`src/rtl/ptr_dma_pkg.sv`:
```
package ptr_dma_pkg;

    localparam int unsigned BUS_W = 16;
    localparam int unsigned LANES = BUS_W / 8;
    localparam int unsigned LSB_W = (LANES > 1) ? $clog2(LANES) : 1;

    typedef enum logic [2:0] {
        ST_IDLE,
        ST_PTR_HI,
        ST_PTR_LO,
        ST_DATA_RD,
        ST_DATA_WR
    } dma_state_t;

    typedef enum logic [1:0] {
        SZ_BYTE  = 2'b00,
        SZ_HALF  = 2'b01,
        SZ_RSVD  = 2'b10,
        SZ_BLK16 = 2'b11
    } dma_size_t;

endpackage

```
`src/rtl/ptr_dma_lane.sv`:
```
module ptr_dma_lane
    import ptr_dma_pkg::*;
(
    input  logic             byte_access,
    input  logic [LSB_W-1:0] addr_lsb,
    input  logic [BUS_W-1:0] rdata_raw,
    input  logic [BUS_W-1:0] hold_data,
    output logic [LANES-1:0] be,
    output logic [BUS_W-1:0] wdata,
    output logic [BUS_W-1:0] rdata_steer
);

    always_comb begin
        if (byte_access) begin
            be          = LANES'(1) << addr_lsb;
            rdata_steer = BUS_W'(rdata_raw[addr_lsb*8 +: 8]);
        end else begin
            be          = '1;
            rdata_steer = rdata_raw;
        end
    end

    // a byte is replicated on every lane, a wider value keeps its lanes
    for (genvar g = 0; g < LANES; g++) begin : g_wlane
        assign wdata[g*8 +: 8] = byte_access ? hold_data[7:0] : hold_data[g*8 +: 8];
    end

endmodule

```
`src/rtl/ptr_dma_ctrl.sv`:
```
module ptr_dma_ctrl
    import ptr_dma_pkg::*;
#(
    parameter int unsigned AW    = 32,
    parameter int unsigned PTR_W = 32,
    parameter int unsigned CNT_W = 16
) (
    input  logic             clk,
    input  logic             rst_n,
    input  logic             start,
    input  logic [AW-1:0]    cfg_src,
    input  logic [AW-1:0]    cfg_dst,
    input  logic [CNT_W-1:0] cfg_count,
    input  logic [1:0]       cfg_size,
    input  logic             cfg_dst_inc,
    input  logic             mem_ready,
    input  logic [BUS_W-1:0] rdata_raw,
    input  logic [BUS_W-1:0] rdata_steer,
    output logic [AW-1:0]    mem_addr,
    output logic             mem_rd,
    output logic             mem_wr,
    output logic             byte_access,
    output logic [BUS_W-1:0] hold_data,
    output logic             busy,
    output logic             done,
    output logic             err
);

    localparam int unsigned PTR_STEP  = PTR_W / 8;
    localparam int unsigned HALF_STEP = BUS_W / 8;

    dma_state_t       st_q, st_nx;
    logic [AW-1:0]    src_q, dst_q;
    logic [PTR_W-1:0] ptr_q;
    logic [BUS_W-1:0] dat_q;
    logic [CNT_W-1:0] cnt_q;
    logic             byte_q, inc_q, done_q, err_q;
    logic             size_ok, last_elem, data_phase;

    assign size_ok   = (cfg_size == SZ_BYTE) || (cfg_size == SZ_HALF);
    assign last_elem = (cnt_q == CNT_W'(1));

    always_comb begin
        st_nx = st_q;
        unique case (st_q)
            ST_IDLE:    if (start && size_ok && (cfg_count != '0)) st_nx = ST_PTR_HI;
            ST_PTR_HI:  if (mem_ready) st_nx = ST_PTR_LO;
            ST_PTR_LO:  if (mem_ready) st_nx = ST_DATA_RD;
            ST_DATA_RD: if (mem_ready) st_nx = ST_DATA_WR;
            ST_DATA_WR: if (mem_ready) st_nx = last_elem ? ST_IDLE : ST_PTR_HI;
            default:    st_nx = ST_IDLE;
        endcase
    end

    always_ff @(posedge clk or negedge rst_n) begin
        if (!rst_n) st_q <= ST_IDLE;
        else        st_q <= st_nx;
    end

    always_ff @(posedge clk or negedge rst_n) begin
        if (!rst_n) begin
            src_q  <= '0;
            dst_q  <= '0;
            ptr_q  <= '0;
            dat_q  <= '0;
            cnt_q  <= '0;
            byte_q <= 1'b0;
            inc_q  <= 1'b0;
            done_q <= 1'b0;
            err_q  <= 1'b0;
        end else begin
            unique case (st_q)
                ST_IDLE: if (start) begin
                    done_q <= (cfg_count == '0) && size_ok;
                    err_q  <= !size_ok;
                    src_q  <= cfg_src;
                    dst_q  <= cfg_dst;
                    cnt_q  <= cfg_count;
                    byte_q <= (cfg_size == SZ_BYTE);
                    inc_q  <= cfg_dst_inc;
                end
                ST_PTR_HI:  if (mem_ready) ptr_q[PTR_W-1 -: BUS_W] <= rdata_raw;
                ST_PTR_LO:  if (mem_ready) ptr_q[BUS_W-1:0] <= rdata_raw;
                ST_DATA_RD: if (mem_ready) dat_q <= rdata_steer;
                ST_DATA_WR: if (mem_ready) begin
                    src_q <= src_q + AW'(PTR_STEP);
                    if (inc_q) dst_q <= dst_q + (byte_q ? AW'(1) : AW'(HALF_STEP));
                    cnt_q <= cnt_q - CNT_W'(1);
                    if (last_elem) done_q <= 1'b1;
                end
                default: ;
            endcase
        end
    end

    always_comb begin
        mem_addr   = '0;
        mem_rd     = 1'b0;
        mem_wr     = 1'b0;
        data_phase = 1'b0;
        unique case (st_q)
            ST_IDLE: ;
            ST_PTR_HI: begin
                mem_rd   = 1'b1;
                mem_addr = src_q;
            end
            ST_PTR_LO: begin
                mem_rd   = 1'b1;
                mem_addr = src_q + AW'(HALF_STEP);
            end
            ST_DATA_RD: begin
                mem_rd     = 1'b1;
                mem_addr   = AW'(ptr_q);
                data_phase = 1'b1;
            end
            ST_DATA_WR: begin
                mem_wr     = 1'b1;
                mem_addr   = dst_q;
                data_phase = 1'b1;
            end
            default: ;
        endcase
    end

    assign byte_access = data_phase && byte_q;
    assign hold_data   = dat_q;
    assign busy        = (st_q != ST_IDLE);
    assign done        = done_q;
    assign err         = err_q;

    // a stalled access keeps its address and strobes
    assert_hold_while_wait_R9: assert property (@(posedge clk) disable iff (!rst_n)
        (mem_rd || mem_wr) && !mem_ready |=> $stable(mem_addr) && $stable(mem_rd) && $stable(mem_wr));

    assert_single_strobe_R9: assert property (@(posedge clk) disable iff (!rst_n)
        !(mem_rd && mem_wr));

    // the lower pointer half is read right after the upper one, two bytes above
    assert_ptr_lo_follows_R2: assert property (@(posedge clk) disable iff (!rst_n)
        (st_q == ST_PTR_HI) && mem_ready |=> mem_rd && (mem_addr == $past(mem_addr) + AW'(HALF_STEP)));

    // an unsupported size raises the error and starts no access
    assert_reject_size_R10: assert property (@(posedge clk) disable iff (!rst_n)
        (st_q == ST_IDLE) && start && !size_ok |=> err && !mem_rd && !mem_wr && !busy);

    // completion follows an accepted write, unless the count was zero
    assert_done_after_write_R8: assert property (@(posedge clk) disable iff (!rst_n)
        $rose(done) |-> $past(mem_wr && mem_ready) || $past(start && !busy));

    assert_done_not_busy_R8: assert property (@(posedge clk) disable iff (!rst_n)
        !(done && busy));

endmodule

```
`src/rtl/ptr_dma_engine.sv`:
```
module ptr_dma_engine
    import ptr_dma_pkg::*;
#(
    parameter int unsigned AW    = 32,
    parameter int unsigned PTR_W = 32,
    parameter int unsigned CNT_W = 16
) (
    input  logic             clk,
    input  logic             rst_n,
    input  logic             start,
    input  logic [AW-1:0]    cfg_src,
    input  logic [AW-1:0]    cfg_dst,
    input  logic [CNT_W-1:0] cfg_count,
    input  logic [1:0]       cfg_size,
    input  logic             cfg_dst_inc,
    output logic [AW-1:0]    mem_addr,
    output logic             mem_rd,
    output logic             mem_wr,
    output logic [LANES-1:0] mem_be,
    output logic [BUS_W-1:0] mem_wdata,
    input  logic [BUS_W-1:0] mem_rdata,
    input  logic             mem_ready,
    output logic             busy,
    output logic             done,
    output logic             err
);

    logic             byte_access;
    logic [BUS_W-1:0] hold_data;
    logic [BUS_W-1:0] rdata_steer;

    ptr_dma_ctrl #(
        .AW    (AW),
        .PTR_W (PTR_W),
        .CNT_W (CNT_W)
    ) u_ctrl (
        .clk         (clk),
        .rst_n       (rst_n),
        .start       (start),
        .cfg_src     (cfg_src),
        .cfg_dst     (cfg_dst),
        .cfg_count   (cfg_count),
        .cfg_size    (cfg_size),
        .cfg_dst_inc (cfg_dst_inc),
        .mem_ready   (mem_ready),
        .rdata_raw   (mem_rdata),
        .rdata_steer (rdata_steer),
        .mem_addr    (mem_addr),
        .mem_rd      (mem_rd),
        .mem_wr      (mem_wr),
        .byte_access (byte_access),
        .hold_data   (hold_data),
        .busy        (busy),
        .done        (done),
        .err         (err)
    );

    ptr_dma_lane u_lane (
        .byte_access (byte_access),
        .addr_lsb    (mem_addr[LSB_W-1:0]),
        .rdata_raw   (mem_rdata),
        .hold_data   (hold_data),
        .be          (mem_be),
        .wdata       (mem_wdata),
        .rdata_steer (rdata_steer)
    );

    // a byte access enables exactly the lane its address selects
    assert_byte_lane_R5: assert property (@(posedge clk) disable iff (!rst_n)
        (mem_rd || mem_wr) && ($countones(mem_be) == 1) |-> mem_be[mem_addr[LSB_W-1:0]]);

    // a write of a single byte presents it on every lane
    assert_byte_replicated_R4: assert property (@(posedge clk) disable iff (!rst_n)
        mem_wr && ($countones(mem_be) == 1) |-> (mem_wdata[15:8] == mem_wdata[7:0]));

endmodule

```
`config.mk`:
```
export PLATFORM = sky130hd
export DESIGN_NAME = ptr_dma_engine
export DESIGN_NICKNAME = d
export VERILOG_FILES = /design/src/rtl/ptr_dma_pkg.sv /design/src/rtl/ptr_dma_lane.sv /design/src/rtl/ptr_dma_ctrl.sv /design/src/rtl/ptr_dma_engine.sv
export SDC_FILE = /design/constraint.sdc
export NUM_CORES = 1
export LEC_CHECK = 0
export CAP_MARGIN = 20
export CORE_ASPECT_RATIO = 0.5
export CORE_UTILIZATION = 53
export CTS_BUF_LIST = sky130_fd_sc_hd__clkbuf_4 sky130_fd_sc_hd__clkbuf_8
export CTS_CLUSTER_SIZE = 28
export DETAILED_ROUTE_END_ITERATION = 8
export DONT_BUFFER_PORTS = 1
export PLACE_DENSITY_LB_ADDON = 0.12
export SYNTH_ARGS = -nofsm -noshare
export SYNTH_HDL_FRONTEND = slang
export SYNTH_SLANG_ARGS = --single-unit
```
`constraint.sdc`:
```
create_clock -name clk -period 3.8 [get_ports clk]
set_clock_uncertainty 0.2 [all_clocks]
set_input_delay 0.38 -clock clk [delete_from_list [all_inputs] [get_ports clk]]
set_output_delay 0.38 -clock clk [all_outputs]
set_load 0.005 [all_outputs]
```
==> impl_metrics.csv <==
group,metric,value,unit
status,status,"finished clean",
worst_hold_path,hold_class,"in2reg",
grt,antenna_found_initial,1,
synthesis,netlist_area,8950,sq um
critical_path,cp.required,3220,ps
placed_design,numPlacedInstances,1186,
cells_and_area,nNetsFinal,1174,
clock_tree,post-cts-setup-buffers,0,
cells_and_area,final_cells,1304,
clock_tree,insertion_delay,470,ps
synthesis,synth_ff_type,"dfrtp_1",
critical_path,path_cells,"ha_1 -> nand2_1 -> nor4_2 -> nand2_1 -> xor2_1 -> o221ai_1",
die,io_pins,158,
critical_path,end_kind,"primary output",
grt,first_global_vias,7771,
critical_path,start_kind,"flop",
clock_tree,max-clock-path-buffers,2,
detailed_routing,drt_pass1_iterations,7,
sta,drv_slew,0,
die,die_y,93.9,um
flow_run,drv_cap,0,
detailed_routing,vias,8572,
placed_design,io_buffers,0,
synthesis,ys_types,72,
critical_path,worstPathArrival,2940,ps
grt,grt_max_degree,147,
die,die_area,17400,sq um
critical_path,cpPeakStageDelay,640,ps
cells_and_area,insertedDiodeCount,0,
clock_tree,root_buffer,"clkbuf_8",
die,die_x,186,um
synthesis,synth_largest_area_cell,"dfrtp_1",
detailed_routing,detail_route.drc_violations,0,
clock_tree,cts_buffers,17,
clock_tree,tritoncts,"yes",
critical_path,worstPathMaxFanout,9,
clock_tree,htree_num_levels,4,
clock_tree,ctsHoldBuffers,86,
synthesis,async_flop_share,1.00,
die,num_rows,33,
grt,track_usage,0.342,
cells_and_area,area_growth,13.8,%
sta,fin_crit_sh,0.926,
synthesis,ys_top_cells_by_area,"dfrtp_1 38%, mux2_2 5.2%, nand2_1 5.1%",
placed_design,dpl.hpwl,20.1,mm
synthesis,synth_top_area_frac,0.377,
detailed_routing,wl_per_cell,22.5,um
sta,worstMarginPinSlew,1010,ps
sta,relSlewSlack,0.328,
cells_and_area,layout-drive-gt1-share,0.109,
synthesis,syn_area_per_cell,8.65,sq um
sta,fmax,0.284,GHz
sta,rsz0062_at_grt,"no",
die,start_util,0.545,
die,core,16400,sq um
synthesis,synthCells,1035,
sta,final-hold-violation-count,0,
synthesis,ys_seq_area_frac,0.377,
synthesis,syn-num-nets,1145,
placed_design,routabilityCongestion,0.956,
sta,fin_crit,3520,ps
synthesis,synth_seq_cells,135,
clock_tree,cts_resized,0,
detailed_routing,viasPerCell,6.57,
clock_tree,cts_sinks,135,
detailed_routing,drtAntennaViolNets,0,
pwr,peakVddDrop,0.000331,V
critical_path,cp_slowest_cell,"nor4_2",
synthesis,synth_edf_count,0,
clock_tree,clk_pin_slew_worst_paths,100,ps
critical_path,crit_top_cell,"nand2_1",
sta,setup_tns,0,ps
synthesis,yosys_warnings,0,
pwr,cellPowerDensity,776,nW/um^2
grt,globalRoute.totalOverflow,0,
detailed_routing,drtIter0Drc,1019,
sta,setup_viol_count_final,0,
critical_path,crit_type,"reg2out",
grt,grt_first_pass_wirelength,44.6,mm
pwr,p_leak,3.93,nW
detailed_routing,routed_wl,29.4,mm
routing by layer:
metal	routed length, um	up-vias	global-route usage	part of all wire
li1	-	3876	-	-
met1	13400	4216	0.496	0.46
met2	11900	430	0.469	0.41
met3	3220	50	0.108	0.11
met4	857	0	0.127	0.029
met5	0	-	0	0
report_power, final:
group,total [mW],internal (mW),switching [mW]
Combinational,3.55,1.47,2.08
Sequential,3.15,2.14,1.01
Clock,1.21,0.532,0.679
Total,7.91,4.14,3.77
logic make-up after synthesis:
family,count (synthesis),synth area share
muxes,81,0.0963
adders and majority gates,7,0.0106
DFF,135,0.377
and+or+nand+nor,369,0.206
buffers and inverters,112,0.0614
xor gates and xnor gates,29,0.0284
AOI/OAI and AO/OA,302,0.220
synthesized netlist by cell type, types with 20 or more instances:
| master | n |
|---|---|
| xor2_1 | 20 |
| nand2_1 | 122 |
| dfrtp_1 | 135 |
| clkbuf_1 | 42 |
| nand4_1 | 24 |
| buf_2 | 34 |
| nand3_1 | 51 |
| o221ai_1 | 23 |
| mux2i_1 | 40 |
| a21oi_1 | 75 |
| nor2_1 | 79 |
| o22ai_1 | 20 |
| o21ai_0 | 75 |
| mux2_2 | 41 |
final timing paths:
| kind | endpoint | slack, ps | depth (start not counted) | startpoint |
|---|---|---|---|---|
| max | mem_addr[16] | 280 | 6 | u_ctrl.src_q[3] |
| min | u_ctrl.src_q[31] | 20 | 3 | cfg_src[31] |
| max reg2reg | u_ctrl.ptr_q[5] | 850 | 5 | u_ctrl.st_q[1] |
| min reg2reg | u_ctrl.hold_data[15] | 290 | 2 | u_ctrl.hold_data[15] |
| max in group asynchronous | u_ctrl.cnt_q[1] | 2470 | 2 | rst_n |
| min in group asynchronous | u_ctrl.dst_q[0] | 380 | 2 | rst_n |
worst max-delay path: cells and delay by family, from the launching register on:
family                     cells  cell delay, ps
adders and majority gates      1             400
and+or+nand+nor                3            1020
xor gates and xnor gates       1             180
DFF                            1             550
AOI/OAI and AO/OA              1             340
cells in the final DEF, fill, tap and decap left out, types with 5 or more instances in the layout:
master	Yosys	layout
nor4_1	12	12
xnor2_1	9	9
a21oi_1	75	75
mux2_2	41	41
a41o_1	5	5
mux2i_1	40	40
nand2_1	122	121
dlygate4sd3_1	0	85
and4_1	10	10
o211ai_1	5	5
nand3_1	51	51
dfrtp_1	135	134
and2_1	8	8
nand4_1	24	24
a22oi_1	6	6
and3_1	7	7
o22ai_1	20	20
nand2b_1	5	5
ha_1	6	6
a31oi_1	18	18
xor2_1	20	20
o22a_1	8	8
nor3_1	18	17
inv_1	17	16
nor2b_1	8	8
o21ai_0	75	74
a311oi_1	6	6
nor2_1	79	79
a2bb2oi_1	19	19
buf_4	10	17
clkbuf_8	4	17
o221ai_1	23	23
a32oi_1	8	8
area by class of cell:
class | instances | area, sq um
Clock buffer | 17 | 234
Clock inverter | 15 | 145
Fill cell | 1486 | 6240
Inverter | 17 | 66.3
Multi-Input combinational cell | 788 | 5030
Sequential cell | 135 | 3380
Tap cell | 227 | 284
Timing Repair Buffer | 105 | 1050
per-stage QoR:
step	setup WS [ps]	instance area [sq um]	utilization	total power, mW	hold WS, ps
after floorplan	1340	8950	-	5.53	-116
after global placement	949	8930	0.544	6.39	-111
after detailed placement	834	8930	0.544	6.49	-112
after CTS	333	10200	0.620	7.82	9.89
after global routing	56.0	10200	0.620	8.40	31.7
final	282	10200	0.620	7.91	22.8
state kept, by name (all words and copies together) (netlist names):
register	count
u_ctrl.byte_q	1
u_ctrl.cnt_q	16
u_ctrl.done	1
u_ctrl.dst_q	32
u_ctrl.err	1
u_ctrl.hold_data	16
u_ctrl.inc_q	1
u_ctrl.ptr_q	32
u_ctrl.src_q	32
u_ctrl.st_q	3
(Power assumes the default switching activity.)
